File: config.mk
export PLATFORM = sky130hd
export DESIGN_NAME = gapped_clk_ctrl
export DESIGN_NICKNAME = d
export VERILOG_FILES = /design/src/rtl/gcc_pkg.sv /design/src/rtl/gcc_pulse_gen.sv /design/src/rtl/gcc_chan.sv /design/src/rtl/gapped_clk_ctrl.sv
export SDC_FILE = /design/constraint.sdc
export NUM_CORES = 1
export LEC_CHECK = 0
export BUFFER_PORTS_ARGS = -buffer_cell sky130_fd_sc_hd__buf_2
export CAP_MARGIN = 25
export CORE_MARGIN = 2
export CORE_UTILIZATION = 45
export CTS_BUF_LIST = sky130_fd_sc_hd__clkbuf_16
export DETAILED_ROUTE_END_ITERATION = 12
export PLACE_DENSITY = 0.7
export SLEW_MARGIN = 30
export SYNTH_ARGS = -nofsm -noshare
export SYNTH_HDL_FRONTEND = slang
export SYNTH_SLANG_ARGS = --single-unit
export TNS_END_PERCENT = 20
File: constraint.sdc
create_clock -name clk -period 3.2 [get_ports clk]
set_input_delay 0.48 -clock clk [delete_from_list [all_inputs] [get_ports clk]]
set_output_delay 0.48 -clock clk [all_outputs]
set_load 0.03 [all_outputs]
File: src/rtl/gcc_pkg.sv
package gcc_pkg;
    typedef enum logic [1:0] {
        CH_IDLE    = 2'd0,
        CH_STREAM  = 2'd1,
        CH_HOLDOFF = 2'd2
    } ch_state_t;
endpackage

File: src/rtl/gcc_pulse_gen.sv
module gcc_pulse_gen #(
    parameter int HI_CYC = 2
) (
    input  logic clk,
    input  logic rst_n,
    input  logic go,
    input  logic data,
    output logic tmg,
    output logic sample
);
    localparam int HW = (HI_CYC > 1) ? $clog2(HI_CYC) : 1;

    logic [HW-1:0] hcnt;
    logic          is_data;

    always_ff @(posedge clk or negedge rst_n) begin
        if (!rst_n) begin
            tmg     <= 1'b0;
            hcnt    <= '0;
            is_data <= 1'b0;
        end else if (go) begin
            tmg     <= 1'b1;
            hcnt    <= HW'(HI_CYC - 1);
            is_data <= data;
        end else if (tmg) begin
            if (hcnt == '0) tmg <= 1'b0;
            else            hcnt <= hcnt - 1'b1;
        end
    end

    // trailing edge of a data-carrying pulse happens at this edge
    assign sample = tmg && (hcnt == '0) && is_data;


    rise_on_go_chk: assert property (@(posedge clk) disable iff (!rst_n)
        $rose(tmg) |-> $past(go));

    go_when_low_chk: assert property (@(posedge clk) disable iff (!rst_n)
        go |-> !tmg);
endmodule

File: src/rtl/gcc_chan.sv
module gcc_chan
    import gcc_pkg::*;
#(
    parameter int HOLD   = 23,
    parameter int HI_CYC = 2
) (
    input  logic clk,
    input  logic rst_n,
    input  logic tick,
    input  logic req,
    input  logic last,
    output logic tmg,
    output logic launch,
    output logic sample
);
    localparam int CW = (HOLD > 0) ? $clog2(HOLD + 1) : 1;

    ch_state_t     state, nxt;
    logic [CW-1:0] cnt, cnt_nxt;
    logic          go;

    always_ff @(posedge clk or negedge rst_n) begin
        if (!rst_n) begin
            state <= CH_IDLE;
            cnt   <= '0;
        end else begin
            state <= nxt;
            cnt   <= cnt_nxt;
        end
    end

    always_comb begin
        nxt     = state;
        cnt_nxt = cnt;
        launch  = 1'b0;
        go      = 1'b0;
        unique case (state)
            CH_IDLE:    if (tick && req) launch = 1'b1;
            CH_STREAM:  if (tick) launch = 1'b1;
            CH_HOLDOFF: if (tick) begin
                if (req) begin
                    launch = 1'b1;
                end else if (cnt != '0) begin
                    go      = 1'b1;
                    cnt_nxt = cnt - 1'b1;
                end else begin
                    nxt = CH_IDLE;
                end
            end
            default:    nxt = CH_IDLE;
        endcase
        if (launch) begin
            go      = 1'b1;
            nxt     = last ? CH_HOLDOFF : CH_STREAM;
            cnt_nxt = last ? CW'(HOLD) : '0;
        end
    end

    gcc_pulse_gen #(.HI_CYC(HI_CYC)) u_pg (
        .clk    (clk),
        .rst_n  (rst_n),
        .go     (go),
        .data   (launch),
        .tmg    (tmg),
        .sample (sample)
    );


    tick_only_chk: assert property (@(posedge clk) disable iff (!rst_n)
        !tick |=> $stable(state));

    idle_cnt_chk: assert property (@(posedge clk) disable iff (!rst_n)
        (state == CH_IDLE) |-> (cnt == '0));
endmodule

File: src/rtl/gapped_clk_ctrl.sv
module gapped_clk_ctrl #(
    parameter int RX_HOLD = 23,
    parameter int TX_HOLD = 1,
    parameter int HI_CYC  = 2
) (
    input  logic clk,
    input  logic rst_n,
    input  logic bit_tick,
    input  logic rx_req,
    input  logic rx_lastbit,
    input  logic rx_src_bit,
    output logic rx_src_take,
    output logic rx_tmg_o,
    output logic rx_dat_o,
    input  logic tx_req,
    input  logic tx_lastbit,
    input  logic tx_dat_i,
    output logic tx_tmg_o,
    output logic tx_cap_bit,
    output logic tx_cap_vld
);
    logic rx_launch, rx_sample_unused;
    logic tx_launch_unused, tx_sample;

    gcc_chan #(.HOLD(RX_HOLD), .HI_CYC(HI_CYC)) u_rx (
        .clk    (clk),
        .rst_n  (rst_n),
        .tick   (bit_tick),
        .req    (rx_req),
        .last   (rx_lastbit),
        .tmg    (rx_tmg_o),
        .launch (rx_launch),
        .sample (rx_sample_unused)
    );

    gcc_chan #(.HOLD(TX_HOLD), .HI_CYC(HI_CYC)) u_tx (
        .clk    (clk),
        .rst_n  (rst_n),
        .tick   (bit_tick),
        .req    (tx_req),
        .last   (tx_lastbit),
        .tmg    (tx_tmg_o),
        .launch (tx_launch_unused),
        .sample (tx_sample)
    );

    assign rx_src_take = rx_launch;

    always_ff @(posedge clk or negedge rst_n) begin
        if (!rst_n) begin
            rx_dat_o   <= 1'b0;
            tx_cap_bit <= 1'b0;
            tx_cap_vld <= 1'b0;
        end else begin
            if (rx_launch) rx_dat_o <= rx_src_bit;
            if (tx_sample) tx_cap_bit <= tx_dat_i;
            tx_cap_vld <= tx_sample;
        end
    end


    take_launch_chk: assert property (@(posedge clk) disable iff (!rst_n)
        rx_src_take |=> (rx_tmg_o && (rx_dat_o == $past(rx_src_bit))));

    cap_after_fall_chk: assert property (@(posedge clk) disable iff (!rst_n)
        tx_cap_vld |-> !tx_tmg_o);
endmodule

==> results of run 1 <==
flip-flops by register name, indices dropped and copies added, names as in the netlist:
signal / count
u_rx.state: 2
u_rx.cnt: 5
u_tx.cnt: 1
u_tx.u_pg.is_data: 1
u_tx.u_pg.tmg: 1
tx_cap_bit: 1
u_tx.state: 2
u_tx.u_pg.hcnt: 1
u_rx.u_pg.hcnt: 1
rx_dat_o: 1
u_rx.u_pg.tmg: 1
tx_cap_vld: 1
area by class of cell:
class,instances,area [µm²]
clock inverters,1,3.75
repair buffers,14,70.1
fillers,181,855
flip-flops and latches,18,450
inverters,11,41.3
multi-input cells,61,413
clock buffers,3,75.1
well taps,27,33.8
kinds of logic after synthesis:
kind of cell             synth area share [%]
adder cells (fa/ha/maj)                  1.38
buffers and inverters                    4.96
flip-flops                               49.6
AO/OA/AOI/OAI                            20.4
multiplexers                             2.48
AND/OR/NAND/NOR                          21.2
path summary, 6_finish.rpt:
kind	endpoint	from
setup / recovery	rx_src_take	u_rx.state[1]$_DFFE_PN0P_
hold / removal	u_rx.state[1]$_DFFE_PN0P_	rst_n
setup reg to reg	u_rx.cnt[3]$_DFFE_PN0P_	u_rx.cnt[0]$_DFFE_PN0P_
hold reg to reg	u_tx.u_pg.tmg$_DFF_PN0_	u_tx.u_pg.hcnt$_DFFE_PN0P_
max in group asynchronous	tx_cap_bit$_DFFE_PN0P_	rst_n
min in group clk	u_tx.state[0]$_DFFE_PN0P_	tx_lastbit
Yosys cell counts, types with 2 or more instances:
cell       n  area, µm²
a211oi_1   2       15.0
a21o_1     2       15.0
a21oi_1    4       20.0
a31o_2     3       26.3
a31oi_1    2       12.5
dfrtp_1   18        450
inv_1     10       37.5
mux2_2     2       22.5
nand2_1    7       26.3
nand2b_1   5       31.3
nand3_1    7       35.0
nor2_1     3       11.3
o21ai_0    5       25.0
routing by layer:
layer | vias up | track usage (%) | share of wire (%)
li1 | 369 | - | -
met2 | 23 | 27.2 | 50
met3 | 5 | 2.76 | 4.0
met4 | 0 | 9.52 | 2.1
met5 | - | 0 | 0
met1 | 366 | 19.6 | 44
where the power goes:
part / total [mW] / switching [mW] / leakage [nW] / internal (mW)
Combinational: 0.246 / 0.144 / 0.264 / 0.102
Clock: 0.249 / 0.0834 / 0.0385 / 0.166
Sequential: 0.346 / 0.0508 / 0.218 / 0.295
Total: 0.841 / 0.278 / 0.521 / 0.563
layout by cell type, fill, tap and decap left out, types with 2 or more instances in the layout:
master	synthesis	routed
a21o_1	2	2
a31o_2	3	3
a211oi_1	2	2
o21ai_0	5	5
nand3_1	7	7
inv_1	10	10
mux2_2	2	2
buf_2	0	14
dfrtp_1	18	18
nand2_1	7	7
nand2b_1	5	5
clkbuf_16	0	3
nor2_1	3	3
a21oi_1	4	4
a31oi_1	2	2
worst register-to-register path, delay by kind of cell, from the launching register on:
| kind | cells | cell delay (ps) |
|---|---|---|
| and+or+nand+nor | 2 | 710 |
| DFF | 1 | 370 |
| adders and majority gates | 1 | 240 |
| AOI/OAI and AO/OA | 1 | 150 |
| buffers and inverters | 1 | 60 |
through the flow:
stage	worst slack [ps]	cell area (µm²)	power, mW	instances
after floorplan	1720	908	0.526	91
after global placement	1400	1010	0.589	131
after detailed placement	1370	1010	0.596	131
after CTS	1310	1090	0.850	135
after global routing	1260	1090	0.893	135
final	1310	1090	0.841	135
==> flow_summary.json, run 1 <==
{
  "outcome": "completed",
  "grt_max_degree": 19,
  "pin_count": 15,
  "cp.arrival_ps": 1410,
  "ctsLongestPathBuffers": 2,
  "start_kind": "flop",
  "clk_latency_ps": 250,
  "drv_slew": 0,
  "cellPowerDensity_nw_per_um2": 774,
  "rsz0062_at_grt": "no",
  "fin_util_pct": 56.0,
  "critPathSlowestCell": "dfrtp_1",
  "critPathKind": "flop to primary output",
  "synth-seq-cells": 18,
  "fin_skew_ps": 4.12,
  "synth_top_flop_cell": "dfrtp_1",
  "vdd_ir_drop_max_uv": 522,
  "die_h_um": 48.9,
  "finalHoldViolCount": 0,
  "antenna_found_initial": 0,
  "port_buffers": 14,
  "cpLargestDelayFamily": "flip-flops",
  "timing.slew.headroom_pct": 69.8,
  "synth.distinct_cells": 34,
  "worst_pin_slew_ps": 450,
  "first_pass_iters": 4,
  "grt_first_pass_wirelength_um": 3000,
  "synthArstFlopShare_pct": 100,
  "cts_tree": "done",
  "fin_crit_ps": 1890,
  "clkSinkCount": 18,
  "syn_nets": 101,
  "drc": 0,
  "synth_edf_count": 0,
  "drv_cap": 0,
  "numCtsBuffers": 3,
  "path_cells": "nand2b_1 -> a21o_1 -> inv_2 -> buf_2",
  "overflow": 0,
  "num_vias": 763,
  "min_period_over_period_pct": 59.2,
  "grt_pass1_vias": 721,
  "reg2regPathDepth": 5,
  "start_util_pct": 46.8,
  "chipWidth_um": 48.9,
  "antenna_left": 0,
  "cts_hold_buf": 0,
  "synthCells": 91,
  "root_buffer": "clkbuf_16",
  "cpPeakStageDelay_ps": 410,
  "core_um2": 1940,
  "p_leak_nw": 0.521,
  "std_cell_rows": 16,
  "cts.clk_slew.worst_paths_ps": 50,
  "synth.cell_area_um2": 908,
  "gp_congestion": 0.812,
  "dieArea_um2": 2390,
  "ctsResizeCount": 0,
  "antennaDiodeCount": 0,
  "post_cts_buffers": 0,
  "vias_per_cell": 5.65,
  "critPathMaxFanout": 7,
  "cp-end-kind": "primary output",
  "cp.buffers_inverters": 2,
  "htreeDepth": 1,
  "yosysWarnings": 0,
  "nets": 119,
  "first_iter_violations": 11,
  "worst-path-stages": 4,
  "avgSynthCellArea_um2": 9.98,
  "seq_area_frac_synth_pct": 49.6,
  "hold_class": "input pin to async pin",
  "dp_hpwl_um": 1270,
  "drive_gt1_share_pct": 24.1,
  "grt_use_total_pct": 16.2,
  "crit_required_ps": 2720,
  "wl_per_cell_um": 12.7,
  "tns_ps": 0,
  "routed_wl_um": 1710,
  "area_delta_synth_final_pct": 19.7,
  "clock.fmax_mhz": 528,
  "reg2reg_slack_ps": 1580,
  "setup_viol": 0,
  "whs_ps": 154
}
Power figures use the tool's default switching activity.
==> run 2, diff against run 1 <==
ABC_AREA = 1   (was default)
PLACE_DENSITY = 0.73   (was 0.7)
clock period = 1.6 ns   (was 3.2 ns; I/O delays follow)
==> run 2 against run 1 <==
- setup slack got worse by 1200 ps
- register-to-register slack got worse by 1400 ps
- design area decreased by 0.81%
- cell count increased by 17%
- utilization increased by 0.13 points
- clock power increased by 96%
- power increased by 140%
- global-route usage decreased by 0.69 points
- combinational power increased to 3.1 times the previous value
- count of clock-buffer cells in the layout unchanged
- flip-flop and latch count unchanged
- die area decreased by 1.9%
==> flow_summary.json, run 2 <==
{
  "outcome": "completed",
  "synthCells": 113,
  "antenna_found_initial": 0,
  "grt_max_degree": 19,
  "setup_viol": 0,
  "first_pass_iters": 4,
  "htreeDepth": 1,
  "crit_required_ps": 1360,
  "synth.top_cell.area_share_pct": 50.6,
  "reg2reg_slack_ps": 200,
  "worst_pin_slew_ps": 412,
  "grt_first_pass_wirelength_um": 2840,
  "pin_count": 15,
  "seq_area_frac_synth_pct": 50.6,
  "syn_nets": 123,
  "start_kind": "flop",
  "avgSynthCellArea_um2": 7.87,
  "drv_slew": 0,
  "drive_gt1_share_pct": 16.8,
  "clk_latency_ps": 240,
  "vias_per_cell": 4.76,
  "layoutNonFillerInstCount": 158,
  "finalHoldViolCount": 0,
  "timing.slew.headroom_pct": 72.6,
  "dpl_cell_area_um2": 982,
  "gp_congestion": 0.805,
  "grt_pass1_vias": 672,
  "cts.clk_slew.worst_paths_ps": 50,
  "hold_depth": 3,
  "hold_class": "input pin to flop",
  "final_common_cell": "nand2_1",
  "swShare_pct": 38.8,
  "antenna_left": 0,
  "worst-path-stages": 4,
  "drv_cap": 0,
  "area_delta_synth_final_pct": 21.2,
  "rsz0062_at_grt": "no",
  "path_cells": "a21oi_4 -> nand2_4 -> inv_1 -> clkbuf_4",
  "synthArstFlopShare_pct": 100,
  "synthSimpleGateAreaFrac_pct": 28.1,
  "cp.arrival_ps": 1290,
  "routed_wl_um": 1680,
  "start_util_pct": 46.3,
  "synth_area_leader_cell": "dfrtp_1",
  "critPathMaxFanout": 12,
  "synth_top_flop_cell": "dfrtp_1",
  "synth_edf_count": 0,
  "synth_area_leaders": "dfrtp_1 51%, nand2_1 16%, inv_1 8.0%",
  "tns_ps": 0,
  "cpPeakStageDelay_ps": 410,
  "vdd_ir_drop_max_uv": 936,
  "reg_top3": "u_rx.cnt x5, u_rx.state x2, u_tx.state x2",
  "clock.fmax_mhz": 655,
  "fin_crit_ps": 1530,
  "clkPwrFrac_pct": 24.6,
  "worst_slack_ps": 74.0,
  "place_inst": 153,
  "seqPwrFrac_pct": 36.8,
  "synth_top_family_by_area": "simple AND/OR/NAND/NOR gates",
  "worstReg2RegStart": "u_rx.cnt[0]$_DFFE_PN0P_",
  "min-delay-start": "tx_dat_i",
  "dieArea_um2": 2350,
  "ctsLongestPathBuffers": 2,
  "rr_endpoint": "u_rx.cnt[0]$_DFFE_PN0P_",
  "fin_util_pct": 56.1,
  "first_iter_violations": 16,
  "synth_common_cells": "39 x nand2_1, 19 x inv_1, 18 x dfrtp_1, 12 x nand3_1",
  "synth-xor-area-share_pct": 0.985,
  "grt_use_total_pct": 15.5,
  "synth_compound_area_share_pct": 9.14,
  "critPathSlowestCell": "dfrtp_1",
  "cts_tree": "done",
  "num_vias": 752,
  "cp.buffers_inverters": 2,
  "antennaDiodeCount": 0,
  "synth_fa_ha_area_share_pct": 1.41,
  "wl_per_cell_um": 10.6,
  "n_fill_cell": 193,
  "die_h_um": 48.5,
  "synth-seq-cells": 18,
  "min_period_over_period_pct": 95.4,
  "reg2regPathDepth": 7,
  "cellPowerDensity_nw_per_um2": 1830,
  "critPathKind": "flop to primary output",
  "port_buffers": 14,
  "synth.distinct_cells": 17,
  "root_buffer": "clkbuf_16",
  "clkSinkCount": 18,
  "internal_power_mw": 1.21,
  "post_cts_buffers": 0,
  "synthMuxAreaShare_pct": 0,
  "std_cell_rows": 16,
  "largest_register_ffs": 5,
  "synth.cell_area_um2": 890,
  "whs_ps": 188,
  "overflow": 0,
  "fin_skew_ps": 2.85,
  "yosysWarnings": 0,
  "yosysMostFrequentCell": "nand2_1",
  "p_leak_nw": 0.608,
  "cp-end-kind": "primary output",
  "mostFrequentLayoutCells": "39 x nand2_1, 19 x inv_1, 18 x dfrtp_1, 13 x buf_2, 12 x nand3_1",
  "dp_hpwl_um": 1200,
  "design_area_um2": 1080,
  "regMostFlops": "u_rx.cnt",
  "numCtsBuffers": 3,
  "drc": 0,
  "chipWidth_um": 48.5,
  "switching_power_mw": 0.767,
  "hold_end": "tx_cap_bit$_DFFE_PN0P_",
  "nets": 142,
  "combPwrFrac_pct": 38.5,
  "cpLargestDelayFamily": "flip-flops",
  "p_total_mw": 1.98,
  "dp_worst_setup_slack_ps": 255,
  "core_um2": 1920
}
==> run 2: changes by cell type after synthesis, sizes merged, moves of 3 or more <==
cell / delta
a31o: -3
inv: +9
nand2: +34
nand2b: -5
nand3: +6
o21ai: +3
==> run 2: worst max path at each step <==
stage | from | to | slack, ps
after floorplan | u_rx.cnt[0]$_DFFE_PN0P_ | u_rx.cnt[0]$_DFFE_PN0P_ | 380
after global placement | u_rx.state[1]$_DFFE_PN0P_ | rx_src_take | 280
after detailed placement | u_rx.cnt[0]$_DFFE_PN0P_ | u_rx.cnt[2]$_DFFE_PN0P_ | 260
after CTS | u_rx.state[1]$_DFFE_PN0P_ | rx_src_take | 20
after global routing | u_rx.state[0]$_DFFE_PN0P_ | rx_src_take | 8
final | u_rx.state[1]$_DFFE_PN0P_ | rx_src_take | 70
==> run 2: worst register-to-register path: stages (launching register included) <==
cell and delay [ps]:
dfrtp_1 360, inv_1 130, ha_1 230, nand3_1 160
nand3_2 150, nand2_2 120, nand2_1 80, o21ai_1 50
==> run 2: metal layers <==
metal  track usage (%)  part of all wire, %  up-vias
li1                  -                    -      389
met1              18.9                   46      345
met2              26.4                   49       16
met3              3.40                  4.5        2
met4              7.14                 0.54        0
met5                 0                    0        -
==> run 2: what timing repair did <==
action                                  4_1_cts  5_1_grt
hold endpoints to repair                     18        0
gates resized for setup                       0        2
hold buffers                                  1        0
endpoints found under the setup margin        0        1
==> run 2: logic make-up after synthesis <==
| group | Yosys count |
|---|---|
| AND/OR/NAND/NOR | 59 |
| buffers and inverters | 21 |
| flip-flops | 18 |
| AO/OA/AOI/OAI | 13 |
| XOR/XNOR | 1 |
| adder cells (fa/ha/maj) | 1 |
==> run 2: power groups by stage <==
stage / Sequential [mW] / Combinational [mW] / Clock, mW
final: 0.729 / 0.762 / 0.487
after CTS: 0.727 / 0.757 / 0.500
after detailed placement: 0.735 / 0.744 / 0
after floorplan: 0.817 / 0.493 / 0
after global routing: 0.747 / 0.863 / 0.527
after global placement: 0.726 / 0.730 / 0
==> run 2: area by class of cell <==
cell class	count	area, µm²	share of cell area, %
inverter	20	75.1	6.96
multi-input combinational	74	358	33.2
tap	27	33.8	3.13
timing repair buffer	15	82.6	7.66
clock buffer	3	75.1	6.96
sequential	18	450	41.8
clock inverter	1	3.75	0.348
